===== config.mk =====
export PLATFORM = sky130hd
export DESIGN_NAME = buf_done_stamp
export DESIGN_NICKNAME = d
export VERILOG_FILES = /design/src/rtl/buf_done_stamp.sv
export SDC_FILE = /design/constraint.sdc
export NUM_CORES = 1
export LEC_CHECK = 0
export ABC_AREA = 0
export BUFFER_PORTS_ARGS = -buffer_cell sky130_fd_sc_hd__buf_2
export CAP_MARGIN = 20
export CORE_UTILIZATION = 45
export DETAILED_ROUTE_END_ITERATION = 6
export MAX_ROUTING_LAYER = met4
export PLACE_DENSITY = 0.68
export SYNTH_ARGS = -nofsm -noshare
export SYNTH_HDL_FRONTEND = slang
export SYNTH_SLANG_ARGS = --single-unit

===== constraint.sdc =====
create_clock -name clk -period 3 [get_ports clk]
set_input_delay 0.3 -clock clk [delete_from_list [all_inputs] [get_ports clk]]
set_output_delay 0.3 -clock clk [all_outputs]
set_load 0.03 [all_outputs]

===== src/rtl/buf_done_stamp.sv =====
module buf_done_stamp #(
  parameter int W = 32
) (
  input  logic         clk,
  input  logic         rst_n,
  input  logic         cnt_en,
  input  logic         load_req,
  input  logic [W-1:0] load_val,
  input  logic         last_smp,
  input  logic         pwr_down,
  output logic [W-1:0] stamp,
  output logic         buf_empty
);

  logic [W-1:0] cnt_q;
  logic [W-1:0] cnt_nx;
  logic         unused_pd;

  assign unused_pd = pwr_down;
  assign cnt_nx = load_req ? load_val : cnt_q + W'(cnt_en);

  always_ff @(posedge clk) begin
    if (!rst_n) begin
      cnt_q     <= '0;
      stamp     <= '0;
      buf_empty <= 1'b0;
    end else begin
      cnt_q     <= cnt_nx;
      buf_empty <= last_smp;
      if (last_smp) stamp <= cnt_q;
    end
  end

endmodule



==> Yosys cells after proc, flatten, opt, wreduce, memory -nomap -nowiden <==
Cells that the tools add are included.
{ "word_totals": {"ff_bits": 65, "input_bits": 38, "out_inout_bits": 33} }
{ "op_classes": {"add_sub_neg": 1, "mux": 1} }
{ "ops": {"columns": ["cell", "count"], "rows": [
  ["$add 32x1->32", 1],
  ["$mux 32", 1]
]} }

==> Logic depth before layout (Yosys ltp) <==
Gate-level depths: netlist of run 1.
{ "depth": {"word_depth": 2, "depth_mapped": 6, "mapped_depth_nobuf": 6} }

==> Worst setup path before layout of run 1 <==
Ideal clock, no wire load.
{ "synth_path": {"path_kind": "reg-to-reg", "startpoint": "register cnt_q[0]", "endpoint": "register cnt_q[22]", "arrival_time_ns": 1.725, "required_ns": 2.875, "slack_ns": 1.149, "path_stages_with_launch": 7, "n_path_buf": 0, "path_cell_list": "dfxtp_1 -> ha_1 -> ha_1 -> nand3_1 -> or4_1 -> nor4b_1 -> nor3_1"} }
{ "synth_via": {"elab_chain_cells": 2} }
{ "synth_rtl": {"columns": ["item", "line", "text"], "rows": [
  ["start, declared", "15", "logic [W-1:0] cnt_q;"],
  ["start signal, assigned", "28", "cnt_q <= cnt_nx;"],
  ["$add 32x1->32", "20", "assign cnt_nx = load_req ? load_val : cnt_q + W'(cnt_en);"],
  ["$mux 32", "20", null]
]} }
Every way passes these cells.
A chain may end at the register's enable or synchronous reset.

==> Final worst setup path of run 1 <==
Ends and elaborated chain as after synthesis.

==> tab_implementation.tex, run 1 <==
\begin{tabular}{lr}
\hline
Metric & Value \\
\hline
\multicolumn{2}{l}{\textbf{Run status}} \\
\quad Run status & finished clean \\
\multicolumn{2}{l}{\textbf{Die}} \\
\quad Count of boundary I/O pins & 71 \\
\quad Total number of placement rows & 30 \\
\quad Floorplan Core Area & 6790 sq um \\
\quad Die ar. & 7350 sq um \\
\quad Die Y & 85.7 um \\
\quad Effective utilization at floorplan & 0.464 \\
\quad Horizontal extent of the die & 85.7 um \\
\multicolumn{2}{l}{\textbf{STA}} \\
\quad Count of pins over their slew limit & 0 \\
\quad Peak clock frequency supported by timing & 460 MHz \\
\quad Unrepaired setup endpoints after global routing & false \\
\quad Setup TNS & 0 ns \\
\quad Final setup viols & 0 \\
\quad Setup Skew & 0.0121 ns \\
\quad Slew at the pin with the worst max-slew slack & 0.953 ns \\
\quad Minimum clock period & 2.17 ns \\
\quad Part of the cycle the worst path needs & 0.725 \\
\quad Final worst slack & 0.825 ns \\
\quad Final-layout worst hold slack & 0.195 ns \\
\quad Slew Limit Headroom & 0.365 \\
\quad Count of final hold-check violations & 0 \\
\multicolumn{2}{l}{\textbf{Power and ir drop}} \\
\quad P per Cell Area & 536 nW/um\^{}2 \\
\quad Leakage component of the power & 1.58 nW \\
\quad Maximum vdd drop & 0.288 mV \\
\multicolumn{2}{l}{\textbf{Final layout}} \\
\quad Filler cell count in the final layout & 628 \\
\quad Area added between synthesis and finish & 18.4\% \\
\quad Commonest cells after routing, fill and taps aside & 69 x sky130\_fd\_sc\_hd\_\_buf\_2, 65 x sky130\_fd\_sc\_hd\_\_dfxtp\_1, 37 x sky130\_fd\_sc\_hd\_\_nor2b\_1, 34 x sky130\_fd\_sc\_hd\_\_mux2i\_1 \\
\quad Core utilization of the finished layout & 0.550 \\
\quad Share of cells above drive strength 1 & 0.239 \\
\quad Antenna Cells & 0 \\
\quad Final net count & 428 \\
\quad Leading cell type in the layout, fill and taps excluded & sky130\_fd\_sc\_hd\_\_buf\_2 \\
\multicolumn{2}{l}{\textbf{Critical path}} \\
\quad Reg2reg start & cnt\_q[0]\$\_SDFF\_PN0\_ \\
\quad Classification of the worst setup path & flip-flop to flip-flop \\
\quad Worst Setup Start Kind & flip-flop \\
\quad Critical path data arrival time & 2.40 ns \\
\quad WP data required & 3.22 ns \\
\quad Largest delay share family, worst path & simple AND/OR/NAND/NOR gates \\
\quad Critical path fanouts, max & 7 \\
\quad Number of buffer and inverter stages on the critical path & 0 \\
\quad Most numerous cell on the critical path & sky130\_fd\_sc\_hd\_\_ha\_1 \\
\quad Slowest cell on the critical path & sky130\_fd\_sc\_hd\_\_or4\_1 \\
\quad Reg2reg path depth & 6 \\
\quad Critical-path cell list & ha\_1 > ha\_1 > nand3\_1 > or4\_1 > nor4b\_1 > nor3\_1 \\
\quad Register-to-Register Setup Slack & 0.83 ns \\
\quad Delay of the slowest cell on the worst path & 0.62 ns \\
\quad Capturing element type of the critical path & flip-flop \\
\quad Capturing point of the worst reg2reg path & cnt\_q[22]\$\_SDFF\_PN0\_ \\
\multicolumn{2}{l}{\textbf{Synth}} \\
\quad Async set-or-reset flop fraction in the synthesized netlist & 0 \\
\quad Number of register bits inferred by synthesis & 65 \\
\quad Count of synthesis-stage warnings from yosys & 0 \\
\quad Register area share after synthesis & 0.413 \\
\quad Post-synthesis adder-cell area fraction & 0.00793 \\
\quad Mean instance size in the synthesized netlist & 9.47 sq um \\
\quad Net count after synthesis & 373 \\
\quad Dominant combinational cell family by area after synthesis & simple AND/OR/NAND/NOR gates \\
\quad Instance count of the mapped netlist & 333 \\
\quad Share of the synthesized netlist area taken by xor and xnor gates & 0.0389 \\
\quad Mux share of post-synthesis cell area & 0.108 \\
\quad Number of enable flip-flop cells after synthesis & 0 \\
\quad Simple logic cell fraction of the synthesized area & 0.258 \\
\quad Distinct cell type count of the synthesized netlist & 44 \\
\quad Top FF cell, synth & sky130\_fd\_sc\_hd\_\_dfxtp\_1 \\
\quad Cell area after synthesis & 3150 sq um \\
\quad Compound-Gate Fraction of Synth Area & 0.134 \\
\multicolumn{2}{l}{\textbf{Clocking}} \\
\quad Clock Sink Count & 65 \\
\quad Deepest clock path buffer count & 2 \\
\quad Clock edge transition at the registers on the reported setup and hold paths & 0.07 ns \\
\quad Buffer count from post-CTS setup fixing & 0 \\
\quad Number of levels in the clock H-tree & 3 \\
\quad Cts bufs inserted & 9 \\
\quad Cts-stage hold buffer count & 0 \\
\quad Insertion delay to the later sink of the worst-skew pair & 0.33 ns \\
\quad Clock tree from TritonCTS & built \\
\quad Buffer cell driving the clock tree root & sky130\_fd\_sc\_hd\_\_clkbuf\_8 \\
\quad CTS resizes & 0 \\
\multicolumn{2}{l}{\textbf{Routing}} \\
\quad DRC violations left & 0 \\
\quad Detailed Route Iter0 Violations & 103 \\
\quad Vias per inst & 5.39 \\
\quad Detailed-route wire length per cell & 14.0 um \\
\quad Pre-antenna DRT Iters & 4 \\
\quad Remaining antenna violation count after routing & 0 \\
\quad Via Count & 2638 \\
\quad Post-detailed-routing wire length & 6840 um \\
\multicolumn{2}{l}{\textbf{Placement}} \\
\quad Number of buffers inserted by port buffering & 69 \\
\quad Post-place setup slack & 0.771 ns \\
\quad Post-detail-place hpwl & 4710 um \\
\quad Routability Congestion & 0.798 \\
\multicolumn{2}{l}{\textbf{Global routing}} \\
\quad Number of antenna violations at the first check in global routing & 0 \\
\quad Wire length of the first global-routing pass & 11300 um \\
\quad Via count of the first global-routing pass & 2426 \\
\quad Pin count of the biggest net entering global routing & 68 \\
\quad Overall overflow remaining after global route & 0 \\
\quad GRT Util Overall & 0.201 \\
\multicolumn{2}{l}{\textbf{Hold path}} \\
\quad HP Start & load\_val[8] \\
\quad Capture endpoint of the worst hold path & cnt\_q[8]\$\_SDFF\_PN0\_ \\
\quad Classification of the worst-slack hold path & primary input to flip-flop \\
\quad Hold Path Cell Cnt & 2 \\
\multicolumn{2}{l}{\textbf{Run}} \\
\quad Number of max-cap violations & 0 \\
\hline
\end{tabular}
## how the worst max path moves through the flow
| stage | start | endpoint | slack, ns | depth (start not counted) |
|---|---|---|---|---|
| 2_1_floorplan | cnt_q[0]$_SDFF_PN0_ | cnt_q[22]$_SDFF_PN0_ | 1.15 | 6 |
| 3_3_place_gp | cnt_en | cnt_q[22]$_SDFF_PN0_ | 0.84 | 7 |
| 6_report | cnt_q[0]$_SDFF_PN0_ | cnt_q[22]$_SDFF_PN0_ | 0.83 | 6 |
| 3_5_place_dp | cnt_en | cnt_q[22]$_SDFF_PN0_ | 0.77 | 7 |
| 4_1_cts | cnt_q[0]$_SDFF_PN0_ | cnt_q[22]$_SDFF_PN0_ | 0.82 | 6 |
| 5_1_grt | cnt_q[0]$_SDFF_PN0_ | cnt_q[24]$_SDFF_PN0_ | 0.69 | 6 |
## where the power goes
part	switching [mW]	internal (mW)
registers	0.0590	0.913
clock network	0.330	0.476
logic	0.124	0.101
## worst register-to-register path, delay by kind of cell, from the launching register on
| kind | cells | cell delay [ns] |
|---|---|---|
| and+or+nand+nor | 4 | 1.31 |
| adders and majority gates | 2 | 0.42 |
| DFF | 1 | 0.33 |
## per-stage QoR
step           instance area, sq um  std cells  power, mW
2_1_floorplan                  3150        333       1.15
3_3_place_gp                   3510        473       1.21
6_report                       3740        489       2.00
4_1_cts                        3740        489       2.03
5_1_grt                        3740        489       2.10
3_5_place_dp                   3510        473       1.22
## metal layers
layer,part of all wire,GRT usage,vias up
met4,0.011,0.0864,0
met1,0.47,0.254,1237
li1,-,-,1335
met3,0.046,0.0452,6
met2,0.47,0.311,60
met5,0,-,-
## final cells by class
type / count / area, sq um / area share
clock buffer: 13 / 179 / 0.0479
sequential: 65 / 1300 / 0.348
clock inverter: 3 / 46.3 / 0.0124
multi-input combinational: 239 / 1730 / 0.462
timing repair buffer: 70 / 353 / 0.0944
inverter: 3 / 11.3 / 0.00301
tap: 96 / 120 / 0.0322
## cell usage after synthesis, types with 4 or more instances
cell	count	area [sq um]
sky130_fd_sc_hd__o31ai_1	4	30.0
sky130_fd_sc_hd__a21oi_1	11	55.1
sky130_fd_sc_hd__nor2b_1	37	231
sky130_fd_sc_hd__a31oi_1	4	25.0
sky130_fd_sc_hd__o211a_1	7	70.1
sky130_fd_sc_hd__mux2i_1	34	340
sky130_fd_sc_hd__and3_1	4	25.0
sky130_fd_sc_hd__nor3_1	7	35.0
sky130_fd_sc_hd__nand3_1	13	65.1
sky130_fd_sc_hd__dfxtp_1	65	1300
sky130_fd_sc_hd__nand2_1	10	37.5
sky130_fd_sc_hd__or4_1	6	45.0
sky130_fd_sc_hd__xnor2_1	10	87.6
sky130_fd_sc_hd__a311oi_1	5	43.8
sky130_fd_sc_hd__nand4_1	13	81.3
sky130_fd_sc_hd__nor4_1	4	25.0
sky130_fd_sc_hd__o21ai_1	11	55.1
sky130_fd_sc_hd__nor2_1	6	22.5
sky130_fd_sc_hd__and4_1	7	61.3
sky130_fd_sc_hd__clkbuf_1	21	78.8
sky130_fd_sc_hd__o21ai_0	11	55.1
sky130_fd_sc_hd__xor2_1	4	35.0
## cell families after synthesis
kind of cell,count (synthesis)
AOI/OAI and AO/OA,63
xor gates and xnor gates,14
adders and majority gates,2
buffers and inverters,29
DFF,65
muxes,34
and+or+nand+nor,126
## registers in the layout, indices dropped and copies added, names as in the netlist
name and flops:
stamp 32, cnt_q 32, buf_empty 1
Note: power is estimated with default switching activity, not from simulation.
==> inputs of run 2 (changes only) <==
--- a/config.mk
+++ b/config.mk
@@ -11,7 +11,7 @@
 export CORE_UTILIZATION = 45
 export DETAILED_ROUTE_END_ITERATION = 6
 export MAX_ROUTING_LAYER = met4
-export PLACE_DENSITY = 0.68
+export PLACE_DENSITY = 0.71
 export SYNTH_ARGS = -nofsm -noshare
 export SYNTH_HDL_FRONTEND = slang
 export SYNTH_SLANG_ARGS = --single-unit
==> constraint.sdc (replaced) <==
create_clock -name clk -period 1.8 [get_ports clk]
set_input_delay 0.18 -clock clk [delete_from_list [all_inputs] [get_ports clk]]
set_output_delay 0.18 -clock clk [all_outputs]
set_load 0.03 [all_outputs]
==> run 2 against run 1 <==
  * Non-clock buffer count is 32 higher
  * Clock power rose by 57%
  * Core utilization is 4.5 points higher
  * Combinational power is 100% higher
  * Die area did not move
  * Critical path depth up 2
  * Sequential cell count unchanged
  * Via count is 5.6% higher
  * Worst hold slack got worse by 0.14 ns
  * Sequential share of layout area is 2.6 points lower
  * Critical path type unchanged
==> tab_implementation.tex, run 2 (synthesis results as in run 1) <==
\begin{tabular}{lr}
\hline
Metric & Value \\
\hline
\multicolumn{2}{l}{\textbf{Run status}} \\
\quad Run status & finished clean \\
\multicolumn{2}{l}{\textbf{Critical path}} \\
\quad Slowest cell on the critical path & sky130\_fd\_sc\_hd\_\_dfxtp\_2 \\
\quad Reg2reg path depth & 8 (+2) \\
\quad Classification of the worst setup path & flip-flop to flip-flop \\
\quad Critical path data arrival time & 1.98 ns (-0.42 ns) \\
\quad Delay of the slowest cell on the worst path & 0.35 ns (-0.27 ns) \\
\quad Reg2reg start & cnt\_q[0]\$\_SDFF\_PN0\_ \\
\quad Most numerous cell on the critical path & sky130\_fd\_sc\_hd\_\_ha\_4 \\
\quad Worst Setup Start Kind & flip-flop \\
\quad Capturing point of the worst reg2reg path & cnt\_q[28]\$\_SDFF\_PN0\_ \\
\quad Largest delay share family, worst path & simple AND/OR/NAND/NOR gates \\
\quad WP data required & 2.03 ns (-1.19 ns) \\
\quad Register-to-Register Setup Slack & 0.04 ns (-0.78 ns) \\
\quad Critical-path cell list & ha\_4 > ha\_4 > nand3\_4 > buf\_6 > nor4\_4 > buf\_4 > and4\_1 > nor3\_1 \\
\quad Number of buffer and inverter stages on the critical path & 2 (+2) \\
\quad Capturing element type of the critical path & flip-flop \\
\quad Critical path fanouts, max & 6 (-1) \\
\multicolumn{2}{l}{\textbf{Hold path}} \\
\quad HP Start & load\_val[3] \\
\quad Classification of the worst-slack hold path & primary input to flip-flop \\
\quad Hold Path Cell Cnt & 2 (unchanged) \\
\quad Capture endpoint of the worst hold path & cnt\_q[3]\$\_SDFF\_PN0\_ \\
\multicolumn{2}{l}{\textbf{STA}} \\
\quad Minimum clock period & 1.76 ns (-0.417 ns) \\
\quad Final setup viols & 0 (unchanged) \\
\quad Peak clock frequency supported by timing & 569 MHz (+24\%) \\
\quad Slew Limit Headroom & 0.711 (+0.347) \\
\quad Unrepaired setup endpoints after global routing & true \\
\quad Count of pins over their slew limit & 0 (unchanged) \\
\quad Part of the cycle the worst path needs & 0.977 (+0.252) \\
\quad Count of final hold-check violations & 0 (unchanged) \\
\quad Slew at the pin with the worst max-slew slack & 0.429 ns (-0.524 ns) \\
\quad Setup Skew & 0.00793 ns (-0.00418 ns) \\
\quad Final-layout worst hold slack & 0.0569 ns (-0.138 ns) \\
\multicolumn{2}{l}{\textbf{Routing}} \\
\quad Via Count & 2787 (+5.6\%) \\
\quad DRC violations left & 0 (unchanged) \\
\quad Post-detailed-routing wire length & 7280 um (+6.4\%) \\
\quad Detailed-route wire length per cell & 14.0 um (about the same) \\
\quad Pre-antenna DRT Iters & 4 (unchanged) \\
\quad Remaining antenna violation count after routing & 0 (unchanged) \\
\quad Vias per inst & 5.35 (-0.84\%) \\
\quad Detailed Route Iter0 Violations & 152 (+48\%) \\
\multicolumn{2}{l}{\textbf{Die}} \\
\quad Count of boundary I/O pins & 71 (unchanged) \\
\quad Floorplan Core Area & 6790 sq um (unchanged) \\
\quad Horizontal extent of the die & 85.7 um (unchanged) \\
\quad Total number of placement rows & 30 (unchanged) \\
\quad Die Y & 85.7 um (unchanged) \\
\quad Effective utilization at floorplan & 0.464 (unchanged) \\
\quad Die ar. & 7350 sq um (unchanged) \\
\multicolumn{2}{l}{\textbf{Clocking}} \\
\quad Buffer cell driving the clock tree root & sky130\_fd\_sc\_hd\_\_clkbuf\_8 \\
\quad Insertion delay to the later sink of the worst-skew pair & 0.34 ns (about the same) \\
\quad Buffer count from post-CTS setup fixing & 0 (unchanged) \\
\quad Clock edge transition at the registers on the reported setup and hold paths & 0.07 ns (about the same) \\
\quad Cts bufs inserted & 9 (unchanged) \\
\quad Clock Sink Count & 65 (unchanged) \\
\quad Number of levels in the clock H-tree & 3 (unchanged) \\
\quad Clock tree from TritonCTS & built \\
\quad Deepest clock path buffer count & 2 (unchanged) \\
\multicolumn{2}{l}{\textbf{Global routing}} \\
\quad Wire length of the first global-routing pass & 12000 um (+5.4\%) \\
\quad Number of antenna violations at the first check in global routing & 0 (unchanged) \\
\quad Via count of the first global-routing pass & 2579 (+6.3\%) \\
\quad Overall overflow remaining after global route & 0 (unchanged) \\
\quad Pin count of the biggest net entering global routing & 42 (-38\%) \\
\quad GRT Util Overall & 0.210 (+0.00902) \\
\multicolumn{2}{l}{\textbf{Placement}} \\
\quad Number of buffers inserted by port buffering & 69 (unchanged) \\
\quad Routability Congestion & 0.819 (+2.7\%) \\
\quad Post-detail-place hpwl & 5190 um (+10\%) \\
\multicolumn{2}{l}{\textbf{Power and ir drop}} \\
\quad P per Cell Area & 823 nW/um\^{}2 (+54\%) \\
\quad Total power & 3.33 mW (+66\%) \\
\quad Maximum vdd drop & 0.664 mV (+130\%) \\
\quad Leakage component of the power & 1.75 nW (+11\%) \\
\multicolumn{2}{l}{\textbf{Final layout}} \\
\quad Leading cell type in the layout, fill and taps excluded & sky130\_fd\_sc\_hd\_\_buf\_2 \\
\quad Final net count & 460 (+7.5\%) \\
\quad Commonest cells after routing, fill and taps aside & 69 x sky130\_fd\_sc\_hd\_\_buf\_2, 64 x sky130\_fd\_sc\_hd\_\_dfxtp\_1, 37 x sky130\_fd\_sc\_hd\_\_nor2b\_1, 34 x sky130\_fd\_sc\_hd\_\_mux2i\_1, 30 x sky130\_fd\_sc\_hd\_\_buf\_4 \\
\quad Area added between synthesis and finish & 28.1\% \\
\quad Largest registers & cnt\_q (32), stamp (32), buf\_empty (1) \\
\quad Share of cells above drive strength 1 & 0.318 (+0.0785) \\
\quad Filler cell count in the final layout & 599 (-4.6\%) \\
\quad Antenna Cells & 0 (unchanged) \\
\multicolumn{2}{l}{\textbf{Run}} \\
\quad Number of max-cap violations & 0 (unchanged) \\
\hline
\end{tabular}
==> run 2: changes by cell type in the layout (fill, tap and decap cells not counted), sizes merged <==
cell and change:
clkbuf -3, buf +32, clkinvlp +1, clkinv +2
==> run 2: routing by layer <==
metal  wire [um]  GRT usage
met5           0          -
met3         329     0.0510
met4          74     0.0606
met2        3410      0.335
met1        3470      0.266
==> run 2: worst max-delay path by stage <==
stage | from | to | slack, ns | depth (start not counted)
global placement | cnt_q[0]$_SDFF_PN0_ | cnt_q[22]$_SDFF_PN0_ | 0.03 | 6
floorplan | cnt_q[0]$_SDFF_PN0_ | cnt_q[22]$_SDFF_PN0_ | 0.009 | 6
CTS | cnt_q[0]$_SDFF_PN0_ | cnt_q[17]$_SDFF_PN0_ | 0.02 | 6
global route | cnt_q[0]$_SDFF_PN0_ | cnt_q[20]$_SDFF_PN0_ | -0.05 | 8
finish | cnt_q[0]$_SDFF_PN0_ | cnt_q[28]$_SDFF_PN0_ | 0.04 | 8
detailed placement | cnt_q[0]$_SDFF_PN0_ | cnt_q[17]$_SDFF_PN0_ | -0.03 | 6
==> run 2: metrics by stage <==
stage / setup WS, ns / utilization / setup TNS [ns] / cells / area [sq um]
floorplan: 0.00950 / - / 0 / 333 / 3160
global placement: 0.0343 / 0.554 / 0 / 504 / 3760
detailed placement: -0.0294 / 0.554 / -0.0490 / 504 / 3760
CTS: 0.0226 / 0.585 / 0 / 520 / 3980
global route: -0.0466 / 0.595 / -0.140 / 521 / 4040
finish: 0.0419 / 0.595 / 0 / 521 / 4040
==> run 2: area by class of cell <==
cell class                      instances  area (sq um)  share of cell area
Clock buffer                           10           138              0.0341
Clock inverter                          6          67.6              0.0167
Inverter                                3          11.3             0.00279
Multi-Input combinational cell        239          1790               0.443
Sequential cell                        65          1300               0.322
Tap cell                               96           120              0.0297
Timing Repair Buffer                  102           613               0.152
==> run 2: timing repair <==
item | CTS | global route
pin swaps | 0 | 5
hold endpoints to repair | 0 | 0
gates resized for setup | 2 | 14
cloned | 0 | 1
setup endpoints to repair | 4 | 17
hold buffers | 0 | 0
==> run 2: power breakdown <==
part           switching (mW)  total (mW)  internal, mW  leakage [nW]
Clock                   0.591        1.27         0.679        0.0985
Combinational           0.245       0.453         0.207          1.12
Sequential             0.0817        1.60          1.52         0.536
Total                   0.918        3.33          2.41          1.75
